===== src/rtl/disp_pkg.sv =====
package disp_pkg;
    localparam int unsigned FIELD_W = 6;
    localparam int unsigned SEL_W   = 2;

    localparam logic [SEL_W-1:0] SEL_CTRL  = 2'd0;
    localparam logic [SEL_W-1:0] SEL_BANK  = 2'd1;
    localparam logic [SEL_W-1:0] SEL_FRAME = 2'd2;

    // control word fields
    localparam int unsigned C_VIDEO = 0;
    localparam int unsigned C_UPD   = 1;
    localparam int unsigned C_IEN   = 2;
    localparam int unsigned C_ACK   = 3;
    localparam int unsigned C_PEND  = 4;
    localparam int unsigned C_VRT   = 5;

    // bank word fields
    localparam int unsigned B_DISP  = 0;
    localparam int unsigned B_READ  = 1;
    localparam int unsigned B_INHA  = 2;
    localparam int unsigned B_INHB  = 3;
    localparam int unsigned B_DIR   = 4;
    localparam int unsigned B_WAIT  = 5;

    typedef enum logic [1:0] {
        W_IDLE  = 2'd0,
        W_ARMED = 2'd1,
        W_HOLD  = 2'd2
    } wait_st_t;
endpackage


===== src/rtl/disp_retrace_edge.sv =====
module disp_retrace_edge (
    input  logic clk,
    input  logic rst_n,
    input  logic vr_in,
    output logic vr_q,
    output logic rise,
    output logic fall
);
    always_ff @(posedge clk or negedge rst_n) begin
        if (!rst_n) vr_q <= 1'b0;
        else        vr_q <= vr_in;
    end

    always_comb begin
        rise = vr_in & ~vr_q;
        fall = ~vr_in & vr_q;
    end
endmodule


===== src/rtl/disp_wait_fsm.sv =====
module disp_wait_fsm
    import disp_pkg::*;
(
    input  logic clk,
    input  logic rst_n,
    input  logic set_req,
    input  logic rise,
    input  logic fall,
    output logic busy
);
    wait_st_t st, st_nx;

    always_ff @(posedge clk or negedge rst_n) begin
        if (!rst_n) st <= W_IDLE;
        else        st <= st_nx;
    end

    always_comb begin
        st_nx = st;
        unique case (st)
            W_IDLE:  if (set_req) st_nx = W_ARMED;
            W_ARMED: if (rise)    st_nx = W_HOLD;
            W_HOLD:  if (fall)    st_nx = W_IDLE;
            default:              st_nx = W_IDLE;
        endcase
    end

    always_comb begin
        busy = (st != W_IDLE);
    end
endmodule


===== src/rtl/disp_frame_ctr.sv =====
module disp_frame_ctr #(
    parameter int unsigned CNT_W = 8
) (
    input  logic             clk,
    input  logic             rst_n,
    input  logic             step,
    output logic [CNT_W-1:0] count
);
    always_ff @(posedge clk or negedge rst_n) begin
        if (!rst_n)    count <= '0;
        else if (step) count <= count + 1'b1;
    end
endmodule


===== src/rtl/disp_ctl_regs.sv =====
module disp_ctl_regs
    import disp_pkg::*;
#(
    parameter int unsigned RD_W = 8
) (
    input  logic               clk,
    input  logic               rst_n,
    input  logic               reg_wr,
    input  logic [SEL_W-1:0]   reg_sel,
    input  logic [FIELD_W-1:0] reg_wdata,
    output logic [RD_W-1:0]    reg_rdata,
    input  logic               vretrace_in,
    output logic               irq,
    output logic               show_bank_b,
    output logic               read_bank_b,
    output logic               inhibit_a,
    output logic               inhibit_b,
    output logic               cmap_copy,
    output logic               cmap_dir_rev,
    output logic               shadow_wr_block,
    output logic               video_en
);
    localparam int unsigned PAD_W = RD_W - FIELD_W;

    logic vr_q, rise, fall;
    logic wr_ctrl, wr_bank;
    logic upd_q, ien_q, pend_q;
    logic disp_req_q, dir_req_q;
    logic wait_busy;
    logic [RD_W-1:0] frame_cnt;
    logic pend_set, pend_clr;

    disp_retrace_edge u_edge (
        .clk   (clk),
        .rst_n (rst_n),
        .vr_in (vretrace_in),
        .vr_q  (vr_q),
        .rise  (rise),
        .fall  (fall)
    );

    disp_wait_fsm u_wait (
        .clk     (clk),
        .rst_n   (rst_n),
        .set_req (wr_bank & reg_wdata[B_WAIT]),
        .rise    (rise),
        .fall    (fall),
        .busy    (wait_busy)
    );

    disp_frame_ctr #(.CNT_W(RD_W)) u_frame (
        .clk   (clk),
        .rst_n (rst_n),
        .step  (rise),
        .count (frame_cnt)
    );

    always_comb begin
        wr_ctrl  = reg_wr && (reg_sel == SEL_CTRL);
        wr_bank  = reg_wr && (reg_sel == SEL_BANK);
        pend_set = fall && ien_q;
        pend_clr = wr_ctrl && (!reg_wdata[C_IEN] || reg_wdata[C_ACK]);
    end

    // control word
    always_ff @(posedge clk or negedge rst_n) begin
        if (!rst_n) begin
            video_en <= 1'b0;
            ien_q    <= 1'b0;
            upd_q    <= 1'b0;
        end else if (wr_ctrl) begin
            video_en <= reg_wdata[C_VIDEO];
            ien_q    <= reg_wdata[C_IEN];
            upd_q    <= reg_wdata[C_UPD];
        end else if (rise) begin
            upd_q    <= 1'b0;
        end
    end

    always_ff @(posedge clk or negedge rst_n) begin
        if (!rst_n)        pend_q <= 1'b0;
        else if (pend_set) pend_q <= 1'b1;
        else if (pend_clr) pend_q <= 1'b0;
    end

    // bank word, immediate fields and stored requests
    always_ff @(posedge clk or negedge rst_n) begin
        if (!rst_n) begin
            read_bank_b <= 1'b0;
            inhibit_a   <= 1'b0;
            inhibit_b   <= 1'b0;
            disp_req_q  <= 1'b0;
            dir_req_q   <= 1'b0;
        end else if (wr_bank) begin
            read_bank_b <= reg_wdata[B_READ];
            inhibit_a   <= reg_wdata[B_INHA];
            inhibit_b   <= reg_wdata[B_INHB];
            disp_req_q  <= reg_wdata[B_DISP];
            dir_req_q   <= reg_wdata[B_DIR];
        end
    end

    // retrace-applied state
    always_ff @(posedge clk or negedge rst_n) begin
        if (!rst_n) begin
            show_bank_b  <= 1'b0;
            cmap_dir_rev <= 1'b0;
            cmap_copy    <= 1'b0;
        end else begin
            cmap_copy <= rise & upd_q;
            if (rise) begin
                show_bank_b  <= disp_req_q;
                cmap_dir_rev <= dir_req_q;
            end
        end
    end

    always_comb begin
        irq             = pend_q;
        shadow_wr_block = upd_q;
    end

    always_comb begin
        reg_rdata = '0;
        unique case (reg_sel)
            SEL_CTRL:  reg_rdata = {{PAD_W{1'b0}}, vr_q, pend_q, 1'b0,
                                   ien_q, upd_q, video_en};
            SEL_BANK:  reg_rdata = {{PAD_W{1'b0}}, wait_busy, dir_req_q,
                                   inhibit_b, inhibit_a, read_bank_b, disp_req_q};
            SEL_FRAME: reg_rdata = frame_cnt;
            default:   reg_rdata = '0;
        endcase
    end
endmodule


===== config.mk =====
export PLATFORM = sky130hd
export DESIGN_NAME = disp_ctl_regs
export DESIGN_NICKNAME = d
export VERILOG_FILES = /design/src/rtl/disp_pkg.sv /design/src/rtl/disp_retrace_edge.sv /design/src/rtl/disp_wait_fsm.sv /design/src/rtl/disp_frame_ctr.sv /design/src/rtl/disp_ctl_regs.sv
export SDC_FILE = /design/constraint.sdc
export NUM_CORES = 1
export LEC_CHECK = 0
export BUFFER_PORTS_ARGS = -buffer_cell sky130_fd_sc_hd__buf_2
export CAP_MARGIN = 20
export CORE_ASPECT_RATIO = 0.9
export CORE_MARGIN = 2
export CORE_UTILIZATION = 51
export DETAILED_ROUTE_END_ITERATION = 8
export GPL_TIMING_DRIVEN = 1
export PLACE_DENSITY = 0.77
export SYNTH_ARGS = -nofsm -noshare
export SYNTH_HDL_FRONTEND = slang
export SYNTH_HIERARCHICAL = 1
export SYNTH_SLANG_ARGS = --single-unit

===== constraint.sdc =====
create_clock -name clk -period 2.05 [get_ports clk]
set_input_delay 0.3075 -clock clk [delete_from_list [all_inputs] [get_ports clk]]
set_output_delay 0.3075 -clock clk [all_outputs]
set_load 0.1 [all_outputs]

==> reports/qor.csv, run 1 <==
stage,metric,value,unit
worst_setup_path,crit_path_start_kind,flip-flop,
floorplanning,initial_core_util,0.5230,
synthesis,yosysWarnings,6,
synthesis,ys_top_cells_by_area,"dfrtp_1 52%, mux2_2 11%, mux2i_1 4.5%",
cells_and_area,antenna_cells,0,
floorplanning,rows,16,
worst_setup_path,r2r_setup_slack,0.80,ns
routing,initialDrtViolationCount,2,
sta,fin_crit,1.644,ns
sta,rsz0062_at_grt,false,
routing,first_pass_iters,2,
sta,worst_pin_slew,0.4977,ns
cells_and_area,final_nets,134,
cells_and_area,utilization,0.6993,
cells_and_area,final_cells,147,
worst_setup_path,worstRegToRegCells,5,
sta,setup_ws,0.4059,ns
pwr,power_density,1232,nW/um^2
cells_and_area,fillers,171,
placement,dpl-instance-area,1446,sq um
pwr,peakVddDrop,1.009,mV
worst_setup_path,end_kind,output port,
min_path,min_to,u_edge/vr_q,
min_path,hold_depth,1,
worst_setup_path,critPathBufInv,1,
clock_network,clk_pin_slew,0.13,ns
sta,finalHoldViolations,0,
placement,gp_congestion,0.7839,
synthesis,netlist_area,1110,sq um
worst_setup_path,critical_path_class,reg -> out,
clock_network,post_cts_buffers,0,
floorplanning,pin_count,29,
worst_setup_path,cpMaxStageDelayCell,dfrtp_1,
synthesis,synth-seq-cells,23,
sta,setup_violations,0,
cells_and_area,multi_input_area,574.3,sq um
floorplanning,die_area,2566,sq um
clock_network,cts_sinks,23,
pwr,p_leak,0.7073,nW
floorplanning,coreArea,2122,sq um
worst_setup_path,required,1.74,ns
global_route,grt_pass1_vias,749,
synthesis,synth_top_area_share,0.5186,
sta,fmax,608.2,MHz
run_status,status,"finished, final reports clean",
placement,dp_hpwl,1.720,mm
worst_setup_path,reg2reg_from,u_edge/vr_q,
clock_network,htree_levels,1,
synthesis,syn_inst,86,
global_route,grt_max_degree,24,
clock_network,clk_latency,0.32,ns
worst_setup_path,worst-path-max-fanout,5,
cells_and_area,register_area,578.1,sq um
worst_setup_path,slowest_delay,0.48,ns
synthesis,yosysTopAreaCell,dfrtp_1,
sta,hold_slack,0.1086,ns
placement,place_worst_setup_slack,0.4270,ns
floorplanning,die_width,53.17,microns
worst_setup_path,cp_data_arrival_time,1.34,ns
clock_network,cts_buffers,3,
cells_and_area,area_growth_syn_to_layout,33.71,%
routing,wl_per_cell,15.23,microns
global_route,grt_pass1_wl,3.512,mm
min_path,hold_path_class,in -> reg,
placement,port_buffers,28,
floorplanning,die_h,48.26,microns
worst_setup_path,reg2reg_to,u_frame/count[5],
run,cap_violations,0,
global_route,antenna_found_initial,0,
clock_network,cts_max_path_buffers,2,
routing,viasPerCell,5.163,
sta,relSlewSlack,0.6682,
synthesis,yosysSeqAreaShare,0.5186,
routing,vias,759,
synthesis,synth_nets,99,
synthesis,synth_cell_types,28,
worst_setup_path,path_delay_family,flip-flops,
cells_and_area,drive_gt1_frac,0.5000,
worst_setup_path,path_cells,mux2i_1 > o2bb2ai_4 > buf_12,
sta,finalClockSkew,0.002051,ns
placement,numPlacedInstances,142,
routing,wl,2.239,mm
global_route,overflow,0,
sta,min_period_over_period,0.8020,
global_route,grt_use_total,0.1980,
clock_network,cts-root-buf,clkbuf_4,
cells_and_area,fin_area,1484,sq um
sta,slew_violations,0,
min_path,min_from,vretrace_in,
routing,ant_nets,0,
clock_network,tritoncts,done,
routing,drc,0,
synthesis,syn_area_per_cell,12.90,sq um
## flip-flops by register name, summed over array words and instances (netlist names)
| signal | flops |
|---|---|
| cmap_copy | 1 |
| cmap_dir_rev | 1 |
| dir_req_q | 1 |
| disp_req_q | 1 |
| ien_q | 1 |
| inhibit_a | 1 |
| inhibit_b | 1 |
| irq | 1 |
| read_bank_b | 1 |
| shadow_wr_block | 1 |
| show_bank_b | 1 |
| u_edge/vr_q | 1 |
| u_frame/count | 8 |
| u_wait/st | 2 |
| video_en | 1 |
## layout by cell type (no fill, tap or decap), types with 2 or more instances in the layout
master and count:
xor2_1 4, dfrtp_2 2, buf_12 6, mux2i_1 5, xnor2_1 3, buf_2 22, buf_4 3, dfrtp_1 21
nor2b_1 2, o2bb2ai_4 3, clkbuf_4 3, inv_1 2, o2bb2ai_2 2, nand4_1 3, mux2_2 11, nor2_1 4
and2_1 3, nand2_1 4
## timing repair
item	CTS	global route
hold endpoints to repair	23	0
hold buffers	1	0
gates resized for setup	0	0
setup endpoints to repair	0	0
## cells in the mapped netlist
master	number
dfrtp_1	23
mux2_2	11
mux2i_1	5
o2bb2ai_1	5
nand2_1	4
nor2_1	4
xor2_1	4
and2_1	3
nand4_1	3
xnor2_1	3
buf_6	2
inv_1	2
nor2b_1	2
a211oi_1	1
a22o_1	1
and2b_1	1
and2b_2	1
ha_1	1
nand2b_1	1
nand3b_1	1
nand3b_4	1
nand4_2	1
nor2_2	1
nor2b_2	1
nor3b_4	1
o21ai_0	1
o221ai_1	1
or2_1	1
## worst max-delay path by stage
stage / cells past startpoint / from / endpoint
floorplan: 2 / irq / reg_rdata[4]
global placement: 5 / reg_sel[0] / reg_rdata[2]
detailed placement: 5 / reg_sel[0] / reg_rdata[2]
CTS: 3 / u_frame/count[0] / reg_rdata[0]
global route: 3 / u_frame/count[0] / reg_rdata[0]
finish: 3 / u_frame/count[0] / reg_rdata[0]
## routing by layer
| metal | GRT usage | part of all wire | up-vias |
|---|---|---|---|
| li1 | - | - | 371 |
| met1 | 0.2485 | 0.45 | 368 |
| met2 | 0.3450 | 0.50 | 17 |
| met3 | 0.03988 | 0.039 | 3 |
| met4 | 0.07692 | 0.010 | 0 |
| met5 | 0 | 0 | - |
## cell families after synthesis
group | count (synthesis) | synth area share
compound gates | 9 | 0.06652
fa+ha+maj | 1 | 0.01127
simple gates | 26 | 0.1646
flops | 23 | 0.5186
xor+xnor | 7 | 0.05524
buf+inv | 4 | 0.02706
mux | 16 | 0.1567
## per-stage QoR
| stage | power [mW] | TNS [ns] |
|---|---|---|
| after floorplan | 1.376 | -0.02249 |
| after global placement | 1.612 | 0 |
| after detailed placement | 1.625 | 0 |
| after CTS | 1.839 | 0 |
| after global routing | 1.912 | 0 |
| final | 1.829 | 0 |
## cell type report
type,count,share of cell area
Clock buffer,3,0.01518
Clock inverter,1,0.003373
Inverter,2,0.005059
Multi-Input combinational cell,59,0.3870
Sequential cell,23,0.3895
Tap cell,27,0.02277
Timing Repair Buffer,32,0.1771
## where the power goes
part | total, mW | switching [mW] | leakage, nW | internal (mW)
clock network | 0.216 | 0.143 | 0.0177 | 0.0732
logic | 0.900 | 0.606 | 0.408 | 0.294
registers | 0.713 | 0.143 | 0.282 | 0.570
Power figures use the tool's default switching activity.
==> run 2, diff against run 1 <==
--- a/config.mk
+++ b/config.mk
@@ -9,10 +9,10 @@
 export CAP_MARGIN = 20
 export CORE_ASPECT_RATIO = 0.9
 export CORE_MARGIN = 2
-export CORE_UTILIZATION = 51
+export CORE_UTILIZATION = 46
 export DETAILED_ROUTE_END_ITERATION = 8
 export GPL_TIMING_DRIVEN = 1
-export PLACE_DENSITY = 0.77
+export PLACE_DENSITY = 0.74
 export SYNTH_ARGS = -nofsm -noshare
 export SYNTH_HDL_FRONTEND = slang
 export SYNTH_HIERARCHICAL = 1
==> constraint.sdc (replaced) <==
create_clock -name clk -period 1.5 [get_ports clk]
set_input_delay 0.225 -clock clk [delete_from_list [all_inputs] [get_ports clk]]
set_output_delay 0.225 -clock clk [all_outputs]
set_load 0.1 [all_outputs]
==> run 2 against run 1 <==
  * Design area is 8.8% higher
  * Combinational power increased by 51%
  * Critical endpoint is now reg_rdata[5]
  * Non-clock buffer count increased by 5
==> reports/qor.csv, run 2 (synthesis gave the netlist of run 1 again) <==
stage,metric,value,unit,change
run_status,status,"finished, final reports clean",,unchanged
routing,wl_per_cell,15.20,microns,was 15.23 microns
routing,ant_nets,0,,unchanged
worst_setup_path,end_kind,output port,,unchanged
cells_and_area,layout_commonest_cell,buf_2,,unchanged
clock_network,cts_sinks,23,,unchanged
global_route,antenna_found_initial,0,,unchanged
cells_and_area,fin_area,1614,sq um,was 1484 sq um
cells_and_area,largestRegisters,"u_frame/count (8), u_wait/st (2)",,unchanged
cells_and_area,final_cells,152,,was 147
global_route,overflow,0,,unchanged
clock_network,tritoncts,done,,unchanged
clock_network,clk_latency,0.31,ns,was 0.32 ns
worst_setup_path,reg2reg_from,u_edge/vr_q,,unchanged
min_path,hold_path_class,in -> reg,,unchanged
floorplanning,die_width,55.78,microns,was 53.17 microns
placement,numPlacedInstances,144,,was 142
cells_and_area,drive_gt1_frac,0.6080,,was 0.5000
sta,setup_tns,0,ns,unchanged
cells_and_area,mostFrequentLayoutCells,"20 x buf_2, 14 x dfrtp_1, 11 x mux2_2",,"was 22 x buf_2, 21 x dfrtp_1, 11 x mux2_2"
cells_and_area,top_register,u_frame/count,,unchanged
pwr,power_density,1634,nW/um^2,was 1232 nW/um^2
worst_setup_path,critical_path_class,reg -> out,,unchanged
routing,wl,2.311,mm,was 2.239 mm
sta,setup_violations,0,,unchanged
routing,vias,794,,was 759
worst_setup_path,cp_data_arrival_time,1.25,ns,was 1.34 ns
sta,fin_crit,1.474,ns,
clock_network,clk_pin_slew,0.12,ns,was 0.13 ns
cells_and_area,fillers,162,,was 171
placement,port_buffers,28,,unchanged
clock_network,cts_buffers,3,,unchanged
floorplanning,initial_core_util,0.4994,,was 0.5230
cells_and_area,largest_reg_flops,8,,unchanged
worst_setup_path,critPathLaunch,u_wait/st[0],,was u_frame/count[0]
clock_network,cts_max_path_buffers,2,,unchanged
cells_and_area,antenna_cells,0,,unchanged
sta,finalClockSkew,0.005968,ns,was 0.002051 ns
clock_network,htree_levels,1,,unchanged
cells_and_area,final_nets,139,,was 134
placement,dp_hpwl,1.711,mm,was 1.720 mm
floorplanning,coreArea,2222,sq um,was 2122 sq um
worst_setup_path,r2r_setup_slack,0.28,ns,was 0.80 ns
pwr,total_power,2.637,mW,was 1.829 mW
global_route,grt_max_degree,24,,unchanged
sta,setup_ws,0.02579,ns,was 0.4059 ns
global_route,grt_pass1_wl,4.098,mm,was 3.512 mm
floorplanning,die_area,2822,sq um,was 2566 sq um
sta,finalHoldViolations,0,,unchanged
routing,viasPerCell,5.224,,was 5.163
worst_setup_path,crit_path_start_kind,flip-flop,,unchanged
sta,hold_slack,0.03165,ns,was 0.1086 ns
placement,gp_congestion,0.7832,,was 0.7839
global_route,grt_pass1_vias,846,,was 749
run,cap_violations,0,,unchanged
clock_network,cts-root-buf,clkbuf_4,,unchanged
sta,fmax,678.3,MHz,
placement,dpl-instance-area,1521,sq um,was 1446 sq um
pwr,peakVddDrop,1.190,mV,was 1.009 mV
sta,slew_violations,0,,unchanged
cells_and_area,area_growth_syn_to_layout,45.43,%,was 33.71%
sta,rsz0062_at_grt,true,,was false
floorplanning,pin_count,29,,unchanged
routing,initialDrtViolationCount,5,,was 2
global_route,grt_use_total,0.1890,,was 0.1980
placement,place_worst_setup_slack,0.1587,ns,was 0.4270 ns
sta,worst_pin_slew,0.4992,ns,was 0.4977 ns
floorplanning,die_h,50.60,microns,was 48.26 microns
sta,relSlewSlack,0.6672,,was 0.6682
worst_setup_path,required,1.27,ns,was 1.74 ns
routing,first_pass_iters,2,,unchanged
floorplanning,rows,16,,unchanged
worst_setup_path,worst-path-max-fanout,2,,was 5
pwr,p_leak,0.7327,nW,was 0.7073 nW
min_path,min_from,vretrace_in,,unchanged
cells_and_area,utilization,0.7264,,was 0.6993
routing,drc,0,,unchanged
sta,min_period_over_period,0.9828,,
==> run 2: cell types whose count changed in the layout (fill, tap and decap cells not counted), moves of 3 or more <==
cell	delta
buf_4	+5
mux2i_1	-3
mux2i_4	+3
dfrtp_1	-7
dfrtp_2	+4
dfrtp_4	+3
==> run 2: timing repair <==
action                                  in CTS  in global routing
hold buffers                                 1                  0
endpoints found under the setup margin       5                  5
endpoints found under the hold margin       23                  0
resized for setup                            6                  1
pin swaps                                    0                  1
setup buffers                                2                  1
==> run 2: worst paths after layout <==
path | to | cells after the start
setup / recovery | reg_rdata[5] | 3
hold / removal | u_edge/vr_q | 1
setup reg to reg | u_frame/count[5] | 5
hold reg to reg | u_frame/count[7] | 1
max in group asynchronous | video_en | 2
min in group asynchronous | u_frame/count[4] | 2
==> run 2: power breakdown <==
part | leakage [nW] | internal (mW) | total (mW) | switching (mW)
Sequential | 0.275 | 0.797 | 1.00 | 0.203
Clock | 0.0150 | 0.104 | 0.278 | 0.175
Combinational | 0.443 | 0.481 | 1.36 | 0.878
==> run 2: cell type report <==
type	instances	area [sq um]	area share
Multi-Input combinational cell	59	621.8	0.3853
Inverter	2	7.507	0.004651
Clock buffer	4	26.28	0.01628
Timing Repair Buffer	37	330.3	0.2047
Tap cell	27	33.78	0.02093
Sequential cell	23	594.3	0.3682
==> run 2: layer usage <==
metal | global-route usage | part of all wire
met5 | 0 | 0
met1 | 0.2504 | 0.45
met2 | 0.3155 | 0.51
met4 | 0.02439 | 0
met3 | 0.05670 | 0.039
==> run 2: critical path, cell delays in order (launching register included) <==
cell       delay, ns
dfrtp_1         0.39
or2_1           0.24
o2bb2ai_2       0.14
buf_12          0.17
